$ cat config.mk
export PLATFORM = sky130hd
export DESIGN_NAME = ifetch_frontend
export DESIGN_NICKNAME = d
export VERILOG_FILES = /design/src/rtl/ifetch_frontend.sv
export SDC_FILE = /design/constraint.sdc
export NUM_CORES = 1
export LEC_CHECK = 0
export BUFFER_PORTS_ARGS = -buffer_cell sky130_fd_sc_hd__buf_2
export CAP_MARGIN = 40
export CORE_MARGIN = 10
export CORE_UTILIZATION = 54
export CTS_CLUSTER_SIZE = 12
export DETAILED_ROUTE_END_ITERATION = 6
export PLACE_DENSITY = 0.77
export SLEW_MARGIN = 20
export SYNTH_ARGS = -nofsm -noshare
export SYNTH_HDL_FRONTEND = slang
export SYNTH_SLANG_ARGS = --single-unit
$ cat constraint.sdc
create_clock -name clk -period 13.5 [get_ports clk]
set_input_delay 1.35 -clock clk [delete_from_list [all_inputs] [get_ports clk]]
set_output_delay 1.35 -clock clk [all_outputs]
set_load 0.02 [all_outputs]
$ cat src/rtl/ifetch_frontend.sv
module ifetch_frontend #(
  parameter int ADDR_W = 32,
  parameter int INSTR_W = 32,
  parameter logic [ADDR_W-1:0] RESET_VEC = 32'h8000_0000,
  parameter int N_JUMP = 3,
  parameter bit RELAXED_PC = 1'b0,
  parameter bit REG_CMD_VALID = 1'b0,
  parameter int BUS_LAT = 1,
  parameter bit INJECTOR = 1'b1,
  parameter bit CATCH_FAULT = 1'b1
) (
  input  logic                       clk,
  input  logic                       rst_n,
  input  logic [N_JUMP-1:0]          jmp_valid,
  input  logic [N_JUMP*ADDR_W-1:0]   jmp_target,
  output logic                       cmd_valid,
  input  logic                       cmd_ready,
  output logic [ADDR_W-1:0]          cmd_addr,
  input  logic                       rsp_valid,
  input  logic [INSTR_W-1:0]         rsp_data,
  input  logic                       rsp_err,
  output logic                       out_valid,
  input  logic                       out_ready,
  output logic [ADDR_W-1:0]          out_pc,
  output logic [INSTR_W-1:0]         out_instr,
  output logic                       out_fault
);
  localparam int DEPTH = BUS_LAT + 2;
  localparam int CW = $clog2(DEPTH + 1);
  localparam int PW = $clog2(DEPTH);

  logic [ADDR_W-1:0] pc, rsp_pc, jump_tgt, pc_n;
  logic [CW-1:0] out_cnt, drop_cnt, fifo_cnt, out_cnt_n, drop_cnt_n, fifo_cnt_n;
  logic [PW-1:0] wr, rd;
  logic jump_any, cmd_fire, rsp_keep, take, pop, nonempty, stale_now, cmd_vq;

  logic [ADDR_W-1:0]  f_pc  [DEPTH];
  logic [INSTR_W-1:0] f_ins [DEPTH];
  logic               f_err [DEPTH];

  always_comb begin
    jump_any = 1'b0;
    jump_tgt = pc;
    for (int i = 0; i < N_JUMP; i++)
      if (jmp_valid[i]) begin
        jump_any = 1'b1;
        jump_tgt = jmp_target[i*ADDR_W +: ADDR_W];
      end
  end

  assign cmd_valid = REG_CMD_VALID ? cmd_vq : ({1'b0, out_cnt} + {1'b0, fifo_cnt} < (CW+1)'(DEPTH));
  assign cmd_addr  = (!RELAXED_PC && jump_any) ? jump_tgt : pc;
  assign cmd_fire  = cmd_valid && cmd_ready;
  assign stale_now = RELAXED_PC && cmd_fire;
  assign nonempty  = fifo_cnt != '0;
  assign rsp_keep  = rsp_valid && !jump_any && drop_cnt == '0;
  assign pop       = nonempty && take && !jump_any;

  assign out_cnt_n  = out_cnt + CW'(cmd_fire) - CW'(rsp_valid);
  assign drop_cnt_n = jump_any ? out_cnt - CW'(rsp_valid) + CW'(stale_now)
                               : drop_cnt - CW'(rsp_valid && drop_cnt != '0);
  assign fifo_cnt_n = jump_any ? '0 : fifo_cnt + CW'(rsp_keep) - CW'(pop);
  assign pc_n = (RELAXED_PC && jump_any) ? jump_tgt
                                         : cmd_addr + (cmd_fire ? ADDR_W'(4) : '0);

  function automatic logic [PW-1:0] nxt(input logic [PW-1:0] p);
    return (p == PW'(DEPTH - 1)) ? '0 : p + 1'b1;
  endfunction

  always_ff @(posedge clk or negedge rst_n)
    if (!rst_n) begin
      pc       <= RESET_VEC;
      rsp_pc   <= RESET_VEC;
      out_cnt  <= '0;
      drop_cnt <= '0;
      fifo_cnt <= '0;
      wr       <= '0;
      rd       <= '0;
      cmd_vq   <= 1'b1;
    end else begin
      pc       <= pc_n;
      out_cnt  <= out_cnt_n;
      drop_cnt <= drop_cnt_n;
      fifo_cnt <= fifo_cnt_n;
      cmd_vq   <= ({1'b0, out_cnt_n} + {1'b0, fifo_cnt_n} < (CW+1)'(DEPTH));
      if (jump_any) begin
        rsp_pc <= jump_tgt;
        wr     <= '0;
        rd     <= '0;
      end else begin
        if (rsp_keep) begin
          rsp_pc <= rsp_pc + ADDR_W'(4);
          wr     <= nxt(wr);
        end
        if (pop) rd <= nxt(rd);
      end
    end

  always_ff @(posedge clk)
    if (rsp_keep) begin
      f_pc[wr]  <= rsp_pc;
      f_ins[wr] <= rsp_data;
      f_err[wr] <= rsp_err;
    end

  if (INJECTOR) begin : g_inj
    logic iv, ie;
    logic [ADDR_W-1:0] ip;
    logic [INSTR_W-1:0] iw;
    assign take = !iv || out_ready;
    always_ff @(posedge clk or negedge rst_n)
      if (!rst_n) iv <= 1'b0;
      else if (jump_any) iv <= 1'b0;
      else if (take) iv <= nonempty;
    always_ff @(posedge clk)
      if (pop) begin
        ip <= f_pc[rd];
        iw <= f_ins[rd];
        ie <= f_err[rd];
      end
    assign out_valid = iv && !jump_any;
    assign out_pc    = ip;
    assign out_instr = iw;
    assign out_fault = CATCH_FAULT && ie;
  end else begin : g_direct
    assign take      = out_ready;
    assign out_valid = nonempty && !jump_any;
    assign out_pc    = f_pc[rd];
    assign out_instr = f_ins[rd];
    assign out_fault = CATCH_FAULT && f_err[rd];
  end

  a_r8_no_overflow: assert property (@(posedge clk) disable iff (!rst_n)
    ({1'b0, out_cnt} + {1'b0, fifo_cnt}) <= (CW+1)'(DEPTH));

  a_r6_stale_bounded: assert property (@(posedge clk) disable iff (!rst_n)
    drop_cnt <= out_cnt);

  a_r2_addr_step: assert property (@(posedge clk) disable iff (!rst_n)
    (cmd_fire && !jump_any) |=> (jump_any || cmd_addr == $past(cmd_addr) + ADDR_W'(4)));

  a_r3_last_stage_wins: assert property (@(posedge clk) disable iff (!rst_n)
    (!RELAXED_PC && jmp_valid[N_JUMP-1]) |-> cmd_addr == jmp_target[(N_JUMP-1)*ADDR_W +: ADDR_W]);

  a_r5_relaxed_redirect: assert property (@(posedge clk) disable iff (!rst_n)
    (RELAXED_PC && jump_any) |=> cmd_addr == $past(jump_tgt));
endmodule

==> results.md, run 1 <==
- Final Hold Vio Count: 0
- Final Util: 65.3%
- Switching Share: 23.0%
- Post_cts resized: 0
- Pins Over Slew Limit: 0
- Area share of fa/ha/maj cells after synthesis: 1.10%
- Crit. End Element: output pin
- Final Non-Filler Cells: 1679
- First-pass GRT wire length: 53.6 mm
- Iteration-0 DRC Markers: 682
- Routed wire length per instance: 20.4 um
- Crit path time final: 4.87 ns
- Die area: 33400 sq um
- Crit path launch type: input pin
- Layout area overhead: 19.1%
- Via count: 9640
- #FFs+latches synth: 335
- Setup ws final: 8.63 ns
- Combinational power share: 9.1%
- Die Wd: 183 um
- Peak supply drop: 0.126 mV
- Post-synthesis mux area share: 4.76%
- Sequential share of power: 51.8%
- CTS tree: built
- CTS hold repair buffers: 0
- Cell area after layout: 17000 sq um
- RSZ-0062 raised after global routing: no
- Hold path start: pc[0]$_DFF_PN0_
- Fraction of layout cells with a size suffix above 1: 24.2%
- Reg clk slew, reported paths: 0.06 ns
- Largest net degree at the start of global routing: 101
- Post-Synthesis Cells: 1088
- Site Rows: 59
- ANT cells: 0
- Area of the multi-input gates: 4260 sq um
- Worst Skew: 0.0113 ns
- Clk Latency, worst-skew pair: 0.51 ns
- Crit-path cells: buf_2 -> buf_4 -> inv_2 -> o21ai_0 -> a21boi_0 -> inv_1 -> buf_2
- Power, Total: 2.31 mW
- CTS Sinks: 335
- Nets: 1474
- WHS: 0.487 ns
- Syn. warnings: 0
- Delay-heaviest family, CP: buffers and inverters
- Via/cell ratio: 5.74
- Port-buffer cells: 235
- Status: finished, final reports clean
- Clock tree root buffer cell: clkbuf_16
- I/O pins: 236
- Via count of the first global-routing pass: 9814
- Placed cell areas: 15900 sq um
- Worst Setup SP: jmp_valid[2]
- Final setup violation count: 0
- CTS Buf Count: 36
- Effective utilization at floorplan: 54.8%
- Reg2Reg Setup Slack: 10.29 ns
- Top_reg_cell synth: edfxtp_1
- Clock Path Buffers: 3
- Clk pwr share: 39.1%
- Drt total wl: 34.3 mm
- Crit share post-route: 36.1%
- Worst-path fanout max: 66
- Initial antenna violation count: 0
- Post-route setup TNS: 0 ns
- Cells after DPL: 1621
- Routability congestion estimate from global placement: 0.906
- PD cells: 136 nW/um^2
- Sequential standard cell area: 9690 sq um
- Die H: 183 um
- Simple-gate share of the synthesized area: 10.4%
- Psw: 531 uW
- Yosys cell types: 64
- Cell internal pwr: 1.77 mW
- CP max-delay cell: buf_4
- Core Box Area: 26100 sq um
- Synth Area in Compound Gates: 10.7%
- Post-CTS setup buffers: 0
- Worst Tran Pin Value: 0.851 ns
- Post-synth ARST share: 22.4%
- Cell mode on critical path: buf_2
- Leak: 6.25 nW
- RR Startpoint: out_cnt[0]$_DFF_PN0_
- Slowest stage delay, CP: 0.52 ns
- H-tree Lvls: 2
- Hold Path Class: flip-flop to flip-flop
- Rel. slew slack: 42.8%
- Syn Nets: 1237
- Seq/Total Area, Yosys: 67.8%
- Cell area after synthesis: 14300 sq um
- Synth Area in XOR/XNOR: 2.58%
- Fillers: 1939
- Post-Syn Area per Cell: 13.1 sq um
- Max_cap viols: 0
- EDFF count, synth: 260
- FMAX: 205 MHz
- Pre-CTS setup slack: 8.66 ns
- WP data arrival: 3.52 ns
- DRT Pass-1 Iters: 5
- Grt ovf: 0
- Detailed placement HPWL: 24.0 mm
- Crit path kind: input pin to output pin
- Worst Path Buf+Inv: 5
- Combinational family with the most area after synthesis: compound AO/OA/AOI/OAI gates
- Final ANT Viol Nets: 0
- Drc violations: 0
- Critical Path RT: 12.15 ns
- Gr usage total: 20.0%
## synth_stat cells, types with 6 or more instances
master | count | area, sq um
o21ai_0 | 90 | 450
inv_1 | 26 | 97.6
or3_1 | 6 | 37.5
a31oi_1 | 14 | 87.6
buf_4 | 8 | 60.1
nor2_1 | 65 | 244
buf_1 | 6 | 22.5
nor2b_1 | 10 | 62.6
nand3_1 | 15 | 75.1
o22a_1 | 16 | 140
a22oi_1 | 11 | 82.6
nor3_1 | 20 | 100
nand2_1 | 112 | 420
edfxtp_1 | 260 | 7810
o31ai_1 | 6 | 45.0
xor2_1 | 17 | 149
a21o_1 | 10 | 75.1
mux2i_1 | 68 | 681
nand3b_1 | 16 | 120
ha_1 | 11 | 138
a21oi_1 | 50 | 250
buf_2 | 6 | 30.0
nand4_1 | 13 | 81.3
and2_1 | 12 | 75.1
and3_1 | 7 | 43.8
or2_2 | 6 | 37.5
dfrtp_1 | 73 | 1830
clkbuf_1 | 33 | 124
xnor2_1 | 25 | 219
a2bb2oi_1 | 12 | 105
## flip-flops by register name (all words and copies together) (netlist names)
signal     flops
wr             2
f_ins         96
fifo_cnt       2
f_err          3
rd             2
rsp_pc        32
f_pc          96
drop_cnt       2
pc            32
out_fault      1
out_instr     32
out_pc        32
out_cnt        2
g_inj.iv       1
## placed cells by master (no fill, tap or decap), types with 13 or more instances in the layout
master,n
o22a_1,16
nand2_1,112
inv_1,26
nand3_1,15
nor2_1,64
a31oi_1,14
a21oi_1,50
mux2i_1,68
o21ai_0,90
nor3_1,19
nand3b_1,16
nand4_1,13
clkbuf_16,38
xnor2_1,25
xor2_1,17
buf_2,234
dfrtp_1,71
edfxtp_1,260
## power groups by stage
stage | logic (mW) | clock network, mW | registers [mW]
after floorplan | 0.132 | 0 | 1.20
after global placement | 0.201 | 0 | 1.21
after detailed placement | 0.209 | 0 | 1.21
after CTS | 0.210 | 0.921 | 1.19
after global routing | 0.233 | 0.965 | 1.20
final | 0.209 | 0.902 | 1.19
## kinds of logic after synthesis
logic type	count (synthesis)
simple gates	305
compound gates	243
xor+xnor	42
mux	68
buf+inv	83
fa+ha+maj	12
flops	335
## layout make-up
type                       instances  area share [%]
clock buffer                      48            5.87
inverter                          27           0.596
clock inverter                     9           0.485
multi-input combinational        670            25.0
tap                              335            2.46
sequential                       335            57.0
timing repair buffer             255            8.60
## layer usage
metal	wire [um]	global-route usage (%)	part of all wire, %
met5	0	0	0
met4	813	6.35	2.4
met3	2890	5.42	8.4
met2	15800	31.5	46
met1	14800	26.5	43
## worst paths after layout
path | to | cells past startpoint
max | cmd_addr[30] | 7
min | pc[0]$_DFF_PN0_ | 1
max reg2reg | pc[25]$_DFF_PN0_ | 11
min reg2reg | pc[0]$_DFF_PN0_ | 1
max in group asynchronous | rsp_pc[31]$_DFFE_PN1P_ | 2
min in group asynchronous | rsp_pc[0]$_DFFE_PN0P_ | 1
Note: power is estimated with default switching activity, not from simulation.
==> run 2, diff against run 1 <==
--- a/config.mk
+++ b/config.mk
@@ -8,10 +8,10 @@
 export BUFFER_PORTS_ARGS = -buffer_cell sky130_fd_sc_hd__buf_2
 export CAP_MARGIN = 40
 export CORE_MARGIN = 10
-export CORE_UTILIZATION = 54
+export CORE_UTILIZATION = 51
 export CTS_CLUSTER_SIZE = 12
 export DETAILED_ROUTE_END_ITERATION = 6
-export PLACE_DENSITY = 0.77
+export PLACE_DENSITY = 0.76
 export SLEW_MARGIN = 20
 export SYNTH_ARGS = -nofsm -noshare
 export SYNTH_HDL_FRONTEND = slang
==> constraint.sdc (replaced) <==
create_clock -name clk -period 4.1 [get_ports clk]
set_input_delay 0.41 -clock clk [delete_from_list [all_inputs] [get_ports clk]]
set_output_delay 0.41 -clock clk [all_outputs]
set_load 0.02 [all_outputs]
==> run 2 against run 1 <==
Utilization decreased by 3.6 points. Wire length decreased by 0.35%. Combinational power increased to 3.3 times the previous value. Register-to-register slack got worse by 9.4 ns. Count of clock-buffer cells in the layout decreased by 4. Largest cell class unchanged.
==> results.md, run 2 (synthesis gave the netlist of run 1 again) <==
- Final Hold Vio Count: 0
- Slowest stage delay, CP: 0.68 ns
- Port-buffer cells: 235
- Crit share post-route: 78.4%
- Clk pwr share: 38.7%
- Post_cts resized: 0
- Post-route setup TNS: 0 ns
- Clk Latency, worst-skew pair: 0.51 ns
- Rel. slew slack: 47.3%
- Crit-path cells: ha_1 -> fa_1 -> a21oi_1 -> nand2_1 -> inv_1 -> ha_1 -> o21ai_0 -> or4b_2 -> nor3_1 -> nand4_1 -> xnor2_1
- Largest regs: f_ins x96, f_pc x96
- H-tree Lvls: 2
- Die H: 187 um
- Via count of the first global-routing pass: 9691
- Iteration-0 DRC Markers: 699
- Drt total wl: 34.2 mm
- Detailed placement HPWL: 24.1 mm
- Pins Over Slew Limit: 0
- WHS: 0.108 ns
- Cell internal pwr: 5.78 mW
- Post-CTS setup buffers: 0
- Routability congestion estimate from global placement: 0.928
- Worst R2R Path Depth: 11
- Area of the multi-input gates: 4270 sq um
- Reg clk slew, reported paths: 0.06 ns
- Gr usage total: 18.9%
- Worst Path Buf+Inv: 1
- FMAX: 311 MHz
- Site Rows: 61
- Fillers: 2136
- CTS tree: built
- Crit path kind: flip-flop to flip-flop
- WP data arrival: 3.60 ns
- PD cells: 441 nW/um^2
- Nets: 1480
- Die Wd: 187 um
- Cell mode on critical path: ha_1
- Hold Path Stages: 1
- Routed wire length per instance: 19.8 um
- Drc violations: 0
- Worst-path fanout max: 4
- Delay-heaviest family, CP: simple AND/OR/NAND/NOR gates
- Clock tree root buffer cell: clkbuf_16
- Via/cell ratio: 5.57
- Combinational power share: 9.2%
- Grt ovf: 0
- Layout area overhead: 19.7%
- Commonest non-fill, non-tap cell in the layout: edfxtp_1
- Leak: 6.26 nW
- Via count: 9627
- CTS hold repair buffers: 1
- RSZ-0062 raised after global routing: no
- Psw: 1.76 mW
- Crit path time final: 3.21 ns
- Fraction of layout cells with a size suffix above 1: 24.7%
- Initial antenna violation count: 0
- Final ANT Viol Nets: 0
- Critical Path Stages: 11
- CP max-delay cell: or4b_2
- Worst Tran Pin Value: 0.785 ns
- I/O pins: 236
- Largest net degree at the start of global routing: 96
- Die area: 35100 sq um
- Crit path launch type: flip-flop
- Hold Path Class: input pin to flip-flop
- Worst Skew: 0.00983 ns
- Effective utilization at floorplan: 51.6%
- ANT cells: 0
- Switching Share: 23.3%
- DRT Pass-1 Iters: 5
- First-pass GRT wire length: 53.7 mm
- Peak supply drop: 0.205 mV
- Final setup violation count: 0
- Sequential standard cell area: 9690 sq um
- Crit. End Element: flip-flop
- Commonest non-fill, non-tap cells in the layout: 260 x edfxtp_1, 234 x buf_2, 112 x nand2_1
- Critical Path RT: 4.48 ns
- Core Box Area: 27700 sq um
- Clock Path Buffers: 3
- Max_cap viols: 0
- CTS Sinks: 335
- Status: finished, final reports clean
- Sequential share of power: 52.1%
- CTS Buf Count: 36
run 2: changes by cell type in the layout (fill, tap and decap cells not counted), moves of 2 or more:
cell | before | now
buf_4 | 12 | 17
inv_6 | 0 | 2
clkbuf_1 | 9 | 7
buf_12 | 4 | 6
nor3b_2 | 2 | 0
clkinv_2 | 2 | 7
nor3b_4 | 0 | 2
run 2: area by class of cell:
class	count	share of cell area [%]
clock inverter	13	0.549
sequential	335	56.7
tap	378	2.77
multi-input combinational	670	25.0
timing repair buffer	261	8.84
clock buffer	44	5.57
inverter	27	0.593
run 2: path summary, 6_finish.rpt:
path                                        from                    end  slack (ns)
setup / recovery           fifo_cnt[0]$_DFF_PN0_       pc[25]$_DFF_PN0_        0.89
hold / removal                       rsp_data[2]  f_ins[1][2]$_DFFE_PP_        0.11
setup reg to reg           fifo_cnt[0]$_DFF_PN0_       pc[25]$_DFF_PN0_        0.89
hold reg to reg                  pc[0]$_DFF_PN0_        pc[0]$_DFF_PN0_        0.47
max in group asynchronous                  rst_n       pc[31]$_DFF_PN1_        3.09
min in group asynchronous                  rst_n        pc[1]$_DFF_PN0_        0.36
run 2: metal layers:
| layer | vias up | track usage, % | share of wire (%) |
|---|---|---|---|
| li1 | 4515 | - | - |
| met1 | 4649 | 25.3 | 44 |
| met2 | 405 | 29.5 | 46 |
| met3 | 58 | 5.50 | 8.5 |
| met4 | 0 | 5.40 | 2.2 |
| met5 | - | 0 | 0 |
run 2: metrics by stage:
| step | instances | power [mW] | setup slack (ns) | util (%) | cell area (sq um) |
|---|---|---|---|---|---|
| floorplan | 1088 | 4.39 | 0.0766 | - | 14300 |
| global placement | 1667 | 4.66 | 0.668 | 57.6 | 16000 |
| detailed placement | 1669 | 4.69 | 0.612 | 57.8 | 16000 |
| CTS | 1727 | 7.62 | 0.910 | 61.6 | 17100 |
| global route | 1728 | 7.84 | 0.725 | 61.7 | 17100 |
| finish | 1728 | 7.54 | 0.887 | 61.7 | 17100 |
run 2: power by group through the flow:
stage          Combinational, mW  Clock (mW)  Sequential, mW
2_1_floorplan              0.435           0            3.95
3_3_place_gp               0.671           0            3.99
3_5_place_dp               0.691           0            3.99
4_1_cts                    0.697        3.00            3.93
5_1_grt                    0.775        3.12            3.94
6_report                   0.694        2.92            3.93
